### src/rtl/wp_pkg.sv
// Shared definitions for the write protect controller.
// Assumes one instruction per cycle, decoded upstream into these codes.
package wp_pkg;

    typedef enum logic [2:0] {
        OP_NONE  = 3'd0,
        OP_ARM   = 3'd1,
        OP_CLEAR = 3'd2,
        OP_LOAD  = 3'd3,
        OP_READ  = 3'd4,
        OP_LOCK  = 3'd5
    } wp_op_e;

    // Execution strobes produced by the gate for the state holder
    typedef struct packed {
        logic clear;
        logic load;
        logic lock;
    } wp_exec_t;

endpackage

### src/rtl/wp_gate.sv
// Arming latch and execution gate.
// A modifying instruction runs only if the arm instruction came directly before it,
// both pins are high now and the lock bit is clear. Every accepted instruction uses
// up the arming. Assumes vol_rst_n is already the AND of both reset inputs.
module wp_gate
    import wp_pkg::*;
(
    input  logic     clk,
    input  logic     vol_rst_n,
    input  logic     cmd_valid,
    input  wp_op_e   cmd_op,
    input  logic     pin_pre,
    input  logic     pin_we,
    input  logic     locked,
    output logic     armed,
    output wp_exec_t exec
);

    logic pins_ok;
    logic may_modify;

    assign pins_ok    = pin_pre && pin_we;
    assign may_modify = cmd_valid && armed && pins_ok && !locked;

    // Arming: set by an arm with both pins high, dropped by any other accepted instruction
    always_ff @(posedge clk) begin
        if (!vol_rst_n) begin
            armed <= 1'b0;
        end else if (cmd_valid) begin
            armed <= (cmd_op == OP_ARM) && pins_ok;
        end
    end

    // Execution strobes for the state holder
    always_comb begin
        exec.clear = may_modify && (cmd_op == OP_CLEAR);
        exec.load  = may_modify && (cmd_op == OP_LOAD);
        exec.lock  = may_modify && (cmd_op == OP_LOCK);
    end

endmodule

### src/rtl/wp_nvstate.sv
// Protection state standing for non-volatile cells: boundary, enable flag, lock bit.
// Only the power-on input sets factory values; the soft reset does not reach here.
// Assumes the gate raises at most one strobe per cycle.
module wp_nvstate
    import wp_pkg::*;
#(
    parameter int ADDR_W = 8
) (
    input  logic              clk,
    input  logic              pwr_on_n,
    input  wp_exec_t          exec,
    input  logic [ADDR_W-1:0] load_val,
    output logic [ADDR_W-1:0] base,
    output logic              prot_on,
    output logic              locked
);

    localparam logic [ADDR_W-1:0] BASE_TOP = {ADDR_W{1'b1}};

    // Boundary register: top of the array after factory init or clear, loaded on load
    always_ff @(posedge clk) begin
        if (!pwr_on_n) begin
            base <= BASE_TOP;
        end else if (exec.clear) begin
            base <= BASE_TOP;
        end else if (exec.load) begin
            base <= load_val;
        end
    end

    // Enable flag: cleared by clear, set by load
    always_ff @(posedge clk) begin
        if (!pwr_on_n) begin
            prot_on <= 1'b0;
        end else if (exec.clear) begin
            prot_on <= 1'b0;
        end else if (exec.load) begin
            prot_on <= 1'b1;
        end
    end

    // Lock bit: can only be set; only power-on clears it
    always_ff @(posedge clk) begin
        if (!pwr_on_n) begin
            locked <= 1'b0;
        end else if (exec.lock) begin
            locked <= 1'b1;
        end
    end

endmodule

### src/rtl/wp_cmp.sv
// Protection decision for one candidate address against the boundary.
// Purely combinational so that the write path gets the answer in the same cycle.
module wp_cmp #(
    parameter int ADDR_W = 8
) (
    input  logic [ADDR_W-1:0] addr,
    input  logic [ADDR_W-1:0] base,
    input  logic              prot_on,
    output logic              hit
);

    // Address at or above the boundary is protected while the flag is on
    always_comb begin
        hit = prot_on && (addr >= base);
    end

endmodule

### src/rtl/wp_guard.sv
// Top of the write protect controller: gate, protection state, address compare
// and a registered read-out port. Assumes the decoder upstream delivers at most one
// instruction per cycle, with pin levels sampled in that same cycle.
module wp_guard
    import wp_pkg::*;
#(
    parameter int ADDR_W = 8
) (
    input  logic              clk,
    input  logic              rst_n,
    input  logic              pwr_on_n,
    input  logic              cmd_valid,
    input  logic [2:0]        cmd_op,
    input  logic [ADDR_W-1:0] cmd_data,
    input  logic              pin_pre,
    input  logic              pin_we,
    input  logic [ADDR_W-1:0] chk_addr,
    output logic              chk_prot,
    output logic              wrall_ok,
    output logic              rd_valid,
    output logic [ADDR_W-1:0] rd_base,
    output logic              rd_on,
    output logic              rd_lock
);

    logic              vol_rst_n;
    wp_op_e            op;
    logic              armed;
    wp_exec_t          exec;
    logic [ADDR_W-1:0] prot_base;
    logic              prot_on;
    logic              otp_lock;

    assign vol_rst_n = rst_n && pwr_on_n;
    assign op        = wp_op_e'(cmd_op);

    wp_gate i_gate (
        .clk       (clk),
        .vol_rst_n (vol_rst_n),
        .cmd_valid (cmd_valid),
        .cmd_op    (op),
        .pin_pre   (pin_pre),
        .pin_we    (pin_we),
        .locked    (otp_lock),
        .armed     (armed),
        .exec      (exec)
    );

    wp_nvstate #(.ADDR_W(ADDR_W)) i_state (
        .clk      (clk),
        .pwr_on_n (pwr_on_n),
        .exec     (exec),
        .load_val (cmd_data),
        .base     (prot_base),
        .prot_on  (prot_on),
        .locked   (otp_lock)
    );

    wp_cmp #(.ADDR_W(ADDR_W)) i_cmp (
        .addr    (chk_addr),
        .base    (prot_base),
        .prot_on (prot_on),
        .hit     (chk_prot)
    );

    // Whole-array write is open only while protection is off
    assign wrall_ok = !prot_on;

    // Read-out valid strobe: one cycle after a read instruction
    always_ff @(posedge clk) begin
        if (!vol_rst_n) begin
            rd_valid <= 1'b0;
        end else begin
            rd_valid <= cmd_valid && (op == OP_READ);
        end
    end

    // Read-out fields: capture the state as it stands when the read is taken
    always_ff @(posedge clk) begin
        if (!vol_rst_n) begin
            rd_base <= '0;
            rd_on   <= 1'b0;
            rd_lock <= 1'b0;
        end else if (cmd_valid && (op == OP_READ)) begin
            rd_base <= prot_base;
            rd_on   <= prot_on;
            rd_lock <= otp_lock;
        end
    end

endmodule

### config.mk
export PLATFORM = sky130hd
export DESIGN_NAME = wp_guard
export DESIGN_NICKNAME = d
export VERILOG_FILES = /design/src/rtl/wp_pkg.sv /design/src/rtl/wp_gate.sv /design/src/rtl/wp_nvstate.sv /design/src/rtl/wp_cmp.sv /design/src/rtl/wp_guard.sv
export SDC_FILE = /design/constraint.sdc
export NUM_CORES = 1
export LEC_CHECK = 0
export BUFFER_PORTS_ARGS = -buffer_cell sky130_fd_sc_hd__buf_4
export CAP_MARGIN = 40
export CORE_MARGIN = 2
export CORE_UTILIZATION = 35
export DETAILED_ROUTE_END_ITERATION = 12
export PLACE_DENSITY_LB_ADDON = 0.12
export SLEW_MARGIN = 0
export SYNTH_ARGS = -nofsm -noshare
export SYNTH_HDL_FRONTEND = slang
export SYNTH_SLANG_ARGS = --single-unit
### constraint.sdc
create_clock -name clk -period 4.01 [get_ports clk]
set_input_delay 0.2005 -clock clk [delete_from_list [all_inputs] [get_ports clk]]
set_output_delay 0.2005 -clock clk [all_outputs]
set_load 0.005 [all_outputs]
* Word-level counts from Yosys, hierarchy flattened *
Cells that the tools add are included.

storage, ports and cells
  memory bits (writable) = 0
  memory bits (read-only) = 0
  output and inout bits = 13
  input bits = 25
  memories kept = 0
  latch bits = 0
  word-level logic and storage cells = 29
  register bits after elaboration = 22

cells by class
  reductions and logical operators = 14
  add/sub/neg operators = 0
  div/mod/pow operators = 0
  $lt $le $gt $ge = 1
  multiply operators = 0
  equal/unequal tests = 5
  mux-type cells = 0
  bitwise logic cells = 1
  shift-type cells = 0

operators with widths
  kind                                                                   number
  1-bit logical AND                                                      11
  8-bit >= comparator                                                    1
  3-bit by 2-bit equality test with 1-bit output, second input constant  2
  3-bit equality test, second input constant                             2
  3-bit by 1-bit equality test with 1-bit output, second input constant  1
  1-bit logical NOT                                                      2
  2-bit OR reduction                                                     1
  1-bit inverter                                                         1

* Longest topological paths before layout *
Gate-level depths: netlist of the first run.

  depth in word-level cells = 5
  depth in mapped cells = 6
  gate-level depth less buffers = 6

* By module *
From an unflattened synthesis of the first run, not the netlist that was laid out.

unflattened totals
  cell total of the unflattened synthesis = 120
  area total of the unflattened synthesis = 1133.6 sq um

modules (own cells, without submodules)
  module      sequential area each (sq um)  cells an instance  instances  area each (sq um)
  wp_guard    220.2                         50                 1          484.2
  wp_nvstate  200.2                         31                 1          369.1
  wp_cmp      0.0                           27                 1          192.7
  wp_gate     20.0                          12                 1          87.6

* Least setup slack after synthesis of the first run *
Ideal clock, no wire load.

  path type = flip-flop to output port
  from = register i_state.base[2]
  to = output port chk_prot
  data required time = 3.809 ns
  setup slack = 2.544 ns
  arrival time = 1.265 ns
  cell stages (with the launch flop) = 6
  buffers on the path = 0
  path through = dfxtp_1 inv_1 ha_1 o211ai_1 a2111oi_0 o21a_1

on the way
  word-level cells in the longest chain between the ends = 2

RTL lines
  what                    RTL line          source
  from (decl)             wp_nvstate.sv:13  output logic [ADDR_W-1:0] base,
  from (signal assigned)  wp_nvstate.sv:27  base <= load_val;
  8-bit >= comparator     wp_cmp.sv:14      hit = prot_on && (addr >= base);
  1-bit logical AND       wp_cmp.sv:14
  to (decl)               wp_guard.sv:18    output logic chk_prot,

No other way between the ends.

* Final worst setup path of the first run *
Ends and elaborated chain as after synthesis.

==> results of run 1 <==
==> how the worst min path moves through the flow <==
stage,depth (start not counted),start,end
after global placement,2,pwr_on_n,i_state.base[7]
after detailed placement,2,pwr_on_n,i_state.base[5]
after global routing,2,pwr_on_n,i_state.base[7]
after CTS,2,pwr_on_n,i_state.base[5]
after floorplan,2,pwr_on_n,rd_base[0]
final,2,pwr_on_n,i_state.base[5]
==> flip-flops by register name, indices dropped and copies added (netlist names) <==
register / cells
i_gate.armed: 1
i_state.base: 8
i_state.locked: 1
i_state.prot_on: 1
rd_base: 8
rd_lock: 1
rd_on: 1
rd_valid: 1
==> cells in the final DEF (no fill, tap or decap), drive strengths merged, types with 2 or more instances in the layout <==
| cell | instances |
|---|---|
| a21oi | 12 |
| and3b | 8 |
| buf | 37 |
| clkbuf | 3 |
| dfxtp | 22 |
| ha | 8 |
| inv | 11 |
| nand2 | 24 |
| nor2 | 12 |
| nor2b | 2 |
| o21ai | 9 |
==> metal layers <==
layer	track usage	vias up	routed length, um
met2	0.286	15	1290
met1	0.172	426	1010
met4	0.0390	0	17
met3	0.0459	2	78
li1	-	498	-
met5	0	-	0
==> metrics by stage <==
| step | cells | utilization | worst slack [ns] | power, mW |
|---|---|---|---|---|
| 2_1_floorplan | 127 | - | 2.54 | 0.239 |
| 3_3_place_gp | 189 | 0.474 | 2.37 | 0.263 |
| 3_5_place_dp | 189 | 0.474 | 2.33 | 0.264 |
| 4_1_cts | 193 | 0.492 | 1.96 | 0.432 |
| 5_1_grt | 193 | 0.492 | 1.83 | 0.448 |
| 6_report | 193 | 0.492 | 1.98 | 0.429 |
==> worst reg2reg max path, cell delays in order, from the launching register on <==
cell and delay, ns:
dfxtp_1 0.34, and4_1 0.20, and3_1 0.50, and3b_2 0.28, o21ai_0 0.07
==> kinds of logic (layout without fill, tap and decap cells) <==
kind of cell / after synthesis / count (layout)
AOI/OAI and AO/OA: 27 / 27
and+or+nand+nor: 52 / 52
muxes: 1 / 1
buffers and inverters: 17 / 52
DFF: 22 / 22
adders and majority gates: 8 / 8
==> cell type report <==
class                           instances  area [um^2]  area share
Multi-Input combinational cell         88          542       0.389
Sequential cell                        22          440       0.316
Timing Repair Buffer                   37          278       0.199
Inverter                               11         41.3      0.0296
Tap cell                               31         38.8      0.0279
Clock inverter                          1         30.0      0.0216
Clock buffer                            3         22.5      0.0162
==> power breakdown <==
group / switching [mW] / internal, mW
registers: 0.000589 / 0.220
clock network: 0.0692 / 0.101
logic: 0.0161 / 0.0220
total: 0.0859 / 0.343
==> impl_metrics.csv, run 1 <==
group,metric,value,unit
floorplanning,ios,38,
timing,setup_viol,0,
floorplanning,die_area,3490,um^2
place,io_buffers,37,
finish,fin_area,1390,um^2
logic_synthesis,yosys.area_share.simple,0.257,
setup_path,r2r_setup_slack,2.53,ns
setup_path,worst-setup-path-type,"reg -> out",
cts,ctsHoldBuffers,0,
logic_synthesis,synth_top_area_share,0.415,
logic_synthesis,postSynthRegisterBits,22,
cts,clock_path_buffers,2,
setup_path,max_stage_delay,0.45,ns
logic_synthesis,ys_warn_count,0,
logic_synthesis,synth_area_leaders,"dfxtp_1, ha_1, nand2_1",
global_routing,antenna_found_initial,0,
pwr,power_leakage,0.697,nW
floorplanning,dieHeight,59.1,um
logic_synthesis,seq_area_frac_synth,0.415,
place,place_hpwl,1860,um
logic_synthesis,yosysTopAreaCell,"dfxtp_1",
setup_path,cp.required,3.81,ns
finish,area_delta_synth_final,31.3,%
setup_path,crit_chain,"inv_1, ha_1, o211ai_1, a2111oi_0, o21a_1, buf_4",
logic_synthesis,ys.flop_type,"dfxtp_1",
logic_synthesis,async_flop_share,0,
drt,viasPerCell,4.88,
logic_synthesis,postSynthAreaPerCell,8.35,um^2
logic_synthesis,synth_nets,160,
worst_hold_path,hold_class,"in -> reg",
setup_path,arrival,1.83,ns
drt,firstDrtPassIters,3,
global_routing,grt_start_max_net_pins,18,
cts,clock_latency,0.31,ns
global_routing,grt_pass1_wl,4040,um
setup_path,worstSetupPathDepth,6,
flow_run,cap_violations,0,
logic_synthesis,yosysMostFrequentCell,"nand2_1",
timing,slew_headroom,0.582,
floorplanning,core,2830,um^2
drt,drtIter0Drc,31,
setup_path,critPathLaunch,"i_state.base[2]",
drt,wire_per_inst,12.4,um
floorplanning,start_util,0.375,
timing,min_period_over_period,0.507,
logic_synthesis,synth_compound_area_frac,0.150,
timing,fmax,0.492,GHz
logic_synthesis,yosys.area_share.adder,0.0943,
timing,hold_ws,0.124,ns
logic_synthesis,synth.cell_area,1060,um^2
pwr,powerDensity,308,nW/um^2
setup_path,cp_slowest_cell,"a2111oi_0",
setup_path,reg2reg_to,"i_state.base[0]",
drt,ant_nets,0,
timing,rsz0062_at_grt,"false",
logic_synthesis,netlist_instances,127,
timing,tightest_slew,0.625,ns
logic_synthesis,yosys.area_share.xor_xnor,0,
global_routing,track_usage,0.155,
finish,layout.nets,196,
logic_synthesis,synth_cell_type_count,26,
place,place.gp.congestion,0.750,
finish,antennaDiodeCount,0,
drt,wl,2400,um
timing,finalSetupTns,0,ns
cts,h-tree-depth,1,
timing,fin_crit,2.03,ns
status,status,"completed",
logic_synthesis,synth-edff-count,0,
cts,cts_tree,"built",
cts,cts_buffers,3,
logic_synthesis,synth.area.mux_share,0.00943,
logic_synthesis,synth_top_family_by_area,"simple AND/OR/NAND/NOR gates",
floorplanning,num_rows,19,
setup_path,cp-start-kind,"flip-flop",
drt,drc,0,
timing,hold_viol,0,
floorplanning,dieWidth,59.1,um
setup_path,endpoint,"chk_prot",
timing,skew,0.00696,ns
global_routing,overflow,0,
timing,final_max_slew_viol_count,0,
logic_synthesis,synth_common_cells,"nand2_1, dfxtp_1, a21oi_1, nor2_1, inv_1",
finish,num-fill-cells,304,
setup_path,worstReg2RegStart,"i_gate.armed",
cts,cts_resized,0,
pwr,ir_drop,224,uV
cts,cts_root_buf,"clkbuf_4",
cts,cts_sinks,22,
setup_path,r2r_cells,4,
setup_path,cp_top_family,"compound AO/OA/AOI/OAI gates",
setup_path,path_buf_inv,2,
place,dpl_cell_area,1340,um^2
drt,route.vias.total,941,
finish,drive_gt1_frac,0.309,
setup_path,crit_fanout,3,
setup_path,endpoint_kind,"output port",
cts,cts_setup_buffers,0,
cts,path_clk_slew,0.13,ns
global_routing,grt_pass1_vias,929,
No activity file was read; power rests on OpenSTA's default activity.
==> run 2, diff against run 1 <==
- clock period: 4.01 -> 1.7 ns (I/O delays scaled with it)
==> run 2 against run 1 <==
  * The run now ends with setup timing left
  * Total power increased by 140%
  * First-iteration DRC count fell by 55%
  * Final cell count grew 2.1%
  * Sequential cell count unchanged
  * Largest cell class unchanged
  * Highest routed layer unchanged
==> impl_metrics.csv, run 2 (synthesis results as in run 1) <==
group,metric,value,unit
pwr,power_frac_comb,0.095,
pwr,p_sw,0.209,mW
setup_path,reg2reg_to,"i_state.base[0]",
finish,area_delta_synth_final,38.2,%
drt,route.vias.total,971,
floorplanning,start_util,0.375,
place,place_inst,191,
timing,fmax,0.578,GHz
timing,hold_viol,0,
flow_run,cap_violations,0,
finish,drive_gt1_frac,0.380,
floorplanning,num_rows,19,
place,io_buffers,37,
timing,slew_headroom,0.698,
finish,final_common_cell,"buf_4",
timing,rsz0062_at_grt,"true",
setup_path,worstReg2RegStart,"i_gate.armed",
worst_hold_path,holdPathEnd,"i_gate.armed",
cts,cts_tree,"built",
setup_path,max_stage_delay,0.36,ns
floorplanning,die_area,3490,um^2
finish,layout.nets,200,
drt,drc,0,
global_routing,grtUsageMet1,0.169,
worst_hold_path,hold_class,"in -> reg",
floorplanning,core,2830,um^2
setup_path,cp.required,1.62,ns
timing,tightest_slew,0.452,ns
finish,antennaDiodeCount,0,
finish,finalNonFillerCells,197,
pwr,powerDensity,696,nW/um^2
setup_path,cp_top_family,"compound AO/OA/AOI/OAI gates",
cts,cts_sinks,22,
timing,hold_ws,0.0301,ns
pwr,ir_drop,488,uV
pwr,clockPowerShare,0.396,
timing,setup_viol,1,
global_routing,grt_start_max_net_pins,18,
pwr,internal-power,0.812,mW
global_routing,busiest_layer,"met2",
floorplanning,ios,38,
setup_path,cp-start-kind,"flip-flop",
worst_hold_path,worstHoldStart,"pin_we",
floorplanning,dieWidth,59.1,um
setup_path,r2r_cells,5,
worst_hold_path,holdPathStages,3,
cts,h-tree-depth,1,
global_routing,met2_usage,0.276,
pwr,power.share.sequential,0.509,
cts,path_clk_slew,0.13,ns
setup_path,path_buf_inv,2,
timing,min_period_over_period,1.02,
setup_path,worst-setup-path-type,"reg -> out",
finish,mostFrequentLayoutCells,"buf_4, nand2_1, dfxtp_1",
drt,firstDrtPassIters,4,
drt,ant_nets,0,
cts,clock_latency,0.31,ns
timing,final_max_slew_viol_count,0,
drt,viasPerCell,4.93,
global_routing,overflow,0,
timing,fin_crit,1.73,ns
place,place.gp.congestion,0.762,
setup_path,r2r_setup_slack,0.43,ns
place,place_hpwl,1810,um
floorplanning,dieHeight,59.1,um
drt,drtIter0Drc,14,
global_routing,met3_usage,0.0393,
cts,clock_path_buffers,2,
global_routing,track_usage,0.148,
setup_path,critPathLaunch,"i_state.base[2]",
status,violations,"setup timing",
global_routing,grt_pass1_wl,3910,um
global_routing,grt_pass1_vias,930,
drt,wire_per_inst,12.2,um
finish,largestRegisters,"i_state.base: 8 flops, rd_base: 8 flops",
setup_path,arrival,1.64,ns
pwr,swShare,0.204,
cts,cts_root_buf,"clkbuf_4",
timing,setup_slack,-0.0286,ns
drt,wl,2400,um
pwr,power_leakage,0.708,nW
timing,skew,0.00298,ns
setup_path,endpoint_kind,"output port",
setup_path,cp_slowest_cell,"a2111oi_2",
setup_path,crit_chain,"inv_2, ha_4, a211oi_2, a2111oi_2, o21a_1, buf_4",
finish,num-fill-cells,280,
status,status,"finished, violations left",
finish,fin_util,0.518,
global_routing,antenna_found_initial,0,
cts,cts_buffers,3,
setup_path,crit_fanout,2,
## run 2: per-stage QoR
step | cell area [um^2] | setup TNS, ns | total power, mW | worst slack [ns]
final | 1470 | -0.0286 | 1.02 | -0.0286
after CTS | 1450 | -0.0424 | 1.03 | -0.0424
after floorplan | 1060 | 0 | 0.564 | 0.350
after detailed placement | 1360 | 0 | 0.623 | 0.131
after global placement | 1360 | 0 | 0.620 | 0.180
after global routing | 1470 | -0.100 | 1.05 | -0.100
## run 2: worst max-delay path by stage
stage / endpoint / slack (ns) / cells past startpoint
3_3_place_gp: chk_prot / 0.18 / 6
2_1_floorplan: chk_prot / 0.35 / 5
6_report: chk_prot / -0.03 / 6
4_1_cts: chk_prot / -0.04 / 6
5_1_grt: chk_prot / -0.10 / 6
3_5_place_dp: chk_prot / 0.13 / 6
## run 2: cell type report
class | count | area, um^2 | area share
clock inverter | 1 | 30.0 | 0.0205
timing repair buffer | 41 | 310 | 0.212
clock buffer | 3 | 22.5 | 0.0154
multi-input combinational | 88 | 578 | 0.394
sequential | 22 | 445 | 0.304
tap | 31 | 38.8 | 0.0265
inverter | 11 | 41.3 | 0.0282
## run 2: what timing repair did
action / 4_1_cts / 5_1_grt
setup endpoints to repair: 1 / 1
pin swaps: 4 / 0
resized for setup: 8 / 3
endpoints found under the hold margin: 2 / 0
hold buffers: 1 / 0
cloned: 0 / 0
setup buffers: 1 / 0
## run 2: power by group through the flow
stage	sequential, mW	clock [mW]	combinational, mW
after global routing	0.520	0.427	0.107
after detailed placement	0.531	0	0.0915
final	0.520	0.405	0.0967
after floorplan	0.531	0	0.0327
after global placement	0.531	0	0.0892
after CTS	0.520	0.411	0.0965
## run 2: metal layers
layer  up-vias  wire length, um
met2        16             1310
met3         2               77
met1       450             1010
met5         -                0
met4         0                8
li1        503                -
## run 2: worst reg2reg max path: stages, from the launching register on
cell and delay, ns:
dfxtp_1 0.34, and4_1 0.19, and3_1 0.15, buf_4 0.20
and3b_2 0.22, o21ai_0 0.07
==> run 3, diff against run 2 <==
- BUFFER_PORTS_ARGS: -buffer_cell sky130_fd_sc_hd__buf_4 -> -buffer_cell sky130_fd_sc_hd__buf_2
- CAP_MARGIN: 40 -> 20
==> run 3 against run 2 <==
  * The flow still finishes with violations (setup timing)
  * Total power down 1.4%
  * Clock power about the same
  * Largest power group unchanged
  * Clock-buffer cell count unchanged
  * Sequential share of layout area increased by 1.5 points
  * Cell area shrank 4.5%
  * Critical path type unchanged
  * Fmax is 0.72% lower
  * Combinational power is 15% lower
  * Highest routed layer unchanged
==> impl_metrics.csv, run 3 (synthesis results as in run 1) <==
group,metric,value,unit
finish,drive_gt1_frac,0.410,
finish,layout.nets,200,
cts,cts_root_buf,"clkbuf_4",
timing,hold_ws,0.0329,ns
timing,tightest_slew,0.467,ns
place,io_buffers,37,
global_routing,antenna_found_initial,0,
place,place.gp.congestion,0.809,
drt,ant_nets,0,
floorplanning,core,2830,um^2
cts,cts_sinks,22,
timing,rsz0062_at_grt,"true",
setup_path,crit_chain,"inv_2, ha_4, o211ai_1, a2111oi_4, o21a_1, buf_2",
drt,wl,2440,um
cts,clock_path_buffers,2,
global_routing,track_usage,0.149,
cts,cts_buffers,3,
finish,seqCellArea,447,um^2
timing,min_period_over_period,1.02,
timing,slew_headroom,0.688,
status,violations,"setup timing",
cts,ctsHoldBuffers,0,
finish,largestRegisters,"i_state.base: 8 flops, rd_base: 8 flops",
setup_path,cp_top_family,"compound AO/OA/AOI/OAI gates",
setup_path,crit_fanout,2,
cts,cts_tree,"built",
global_routing,grt_start_max_net_pins,18,
global_routing,grt_pass1_wl,3870,um
drt,firstDrtPassIters,4,
finish,mostFrequentLayoutCells,"buf_2, nand2_1, dfxtp_1",
global_routing,overflow,0,
pwr,powerDensity,719,nW/um^2
setup_path,arrival,1.66,ns
finish,antennaDiodeCount,0,
cts,clock_latency,0.31,ns
drt,viasPerCell,4.83,
drt,drtIter0Drc,21,
cts,path_clk_slew,0.13,ns
place,place_hpwl,1790,um
timing,skew,0.000480,ns
floorplanning,dieWidth,59.1,um
floorplanning,ios,38,
floorplanning,num_rows,19,
status,status,"finished, violations left",
timing,hold_viol,0,
floorplanning,dieHeight,59.1,um
timing,setup_viol,1,
setup_path,worst-setup-path-type,"reg -> out",
finish,num-fill-cells,289,
finish,final_common_cell,"buf_2",
pwr,power_leakage,0.683,nW
setup_path,max_stage_delay,0.36,ns
floorplanning,start_util,0.375,
flow_run,cap_violations,0,
setup_path,cp_slowest_cell,"dfxtp_2",
setup_path,path_buf_inv,2,
setup_path,endpoint_kind,"output port",
drt,route.vias.total,951,
finish,multiInputGateArea,606,um^2
timing,fin_crit,1.74,ns
timing,final_max_slew_viol_count,0,
worst_hold_path,hold_class,"in -> reg",
timing,setup_slack,-0.0412,ns
cts,h-tree-depth,1,
floorplanning,die_area,3490,um^2
finish,fin_util,0.495,
drt,drc,0,
pwr,ir_drop,868,uV
setup_path,cp-start-kind,"flip-flop",
global_routing,grt_pass1_vias,864,
timing,fmax,0.574,GHz
finish,area_delta_synth_final,32.0,%
setup_path,cp.required,1.62,ns
drt,wire_per_inst,12.4,um
## run 3: metal layers
layer / global-route usage / vias up / part of all wire
met3: 0.0393 / 2 / 0.034
met5: 0 / - / 0
met1: 0.182 / 431 / 0.44
met2: 0.263 / 16 / 0.53
li1: - / 502 / -
met4: 0.0292 / 0 / 0.0049
## run 3: power by group
part | leakage [nW] | internal, mW | switching [mW]
registers | 0.175 | 0.518 | 0.00120
clock network | 0.0279 | 0.238 | 0.167
logic | 0.480 | 0.0390 | 0.0433
## run 3: worst reg2reg max path, cell delays in order (launching register included)
cell and delay [ns]:
dfxtp_1 0.34, and4_1 0.19, and3_1 0.15, buf_4 0.19, and3b_2 0.22, o21ai_0 0.07
## run 3: repair_timing
item                       4_1_cts  5_1_grt
setup endpoints to repair        1        1
gates resized for setup          8        8
gates cloned                     0        0
buffers inserted                 2        0
pin swaps                        4        5
## run 3: cell type report
type                            count  area share
Sequential cell                    22       0.319
Tap cell                           31      0.0277
Timing Repair Buffer               41       0.154
Multi-Input combinational cell     88       0.433
Clock buffer                        3      0.0161
Clock inverter                      1      0.0214
Inverter                           11      0.0295
## run 3: per-stage QoR
step                      setup WS, ns  TNS [ns]  instance area [um^2]  power (mW)  cells
final                          -0.0412   -0.0412                  1400        1.01    197
after global routing            -0.141    -0.141                  1400        1.04    197
after CTS                      -0.0384   -0.0384                  1360        1.01    197
after detailed placement         0.157         0                  1260       0.605    191
after global placement           0.192         0                  1260       0.604    191
after floorplan                  0.350         0                  1060       0.564    127
## run 3: worst paths after layout
check / start / endpoint / slack [ns] / cells past startpoint
worst max-delay path: i_state.base[2] / chk_prot / -0.04 / 6
worst max register to register: i_gate.armed / i_state.base[0] / 0.44 / 5
worst min register to register: rd_base[3] / rd_base[3] / 0.46 / 2
worst min-delay path: pwr_on_n / i_state.base[5] / 0.03 / 2
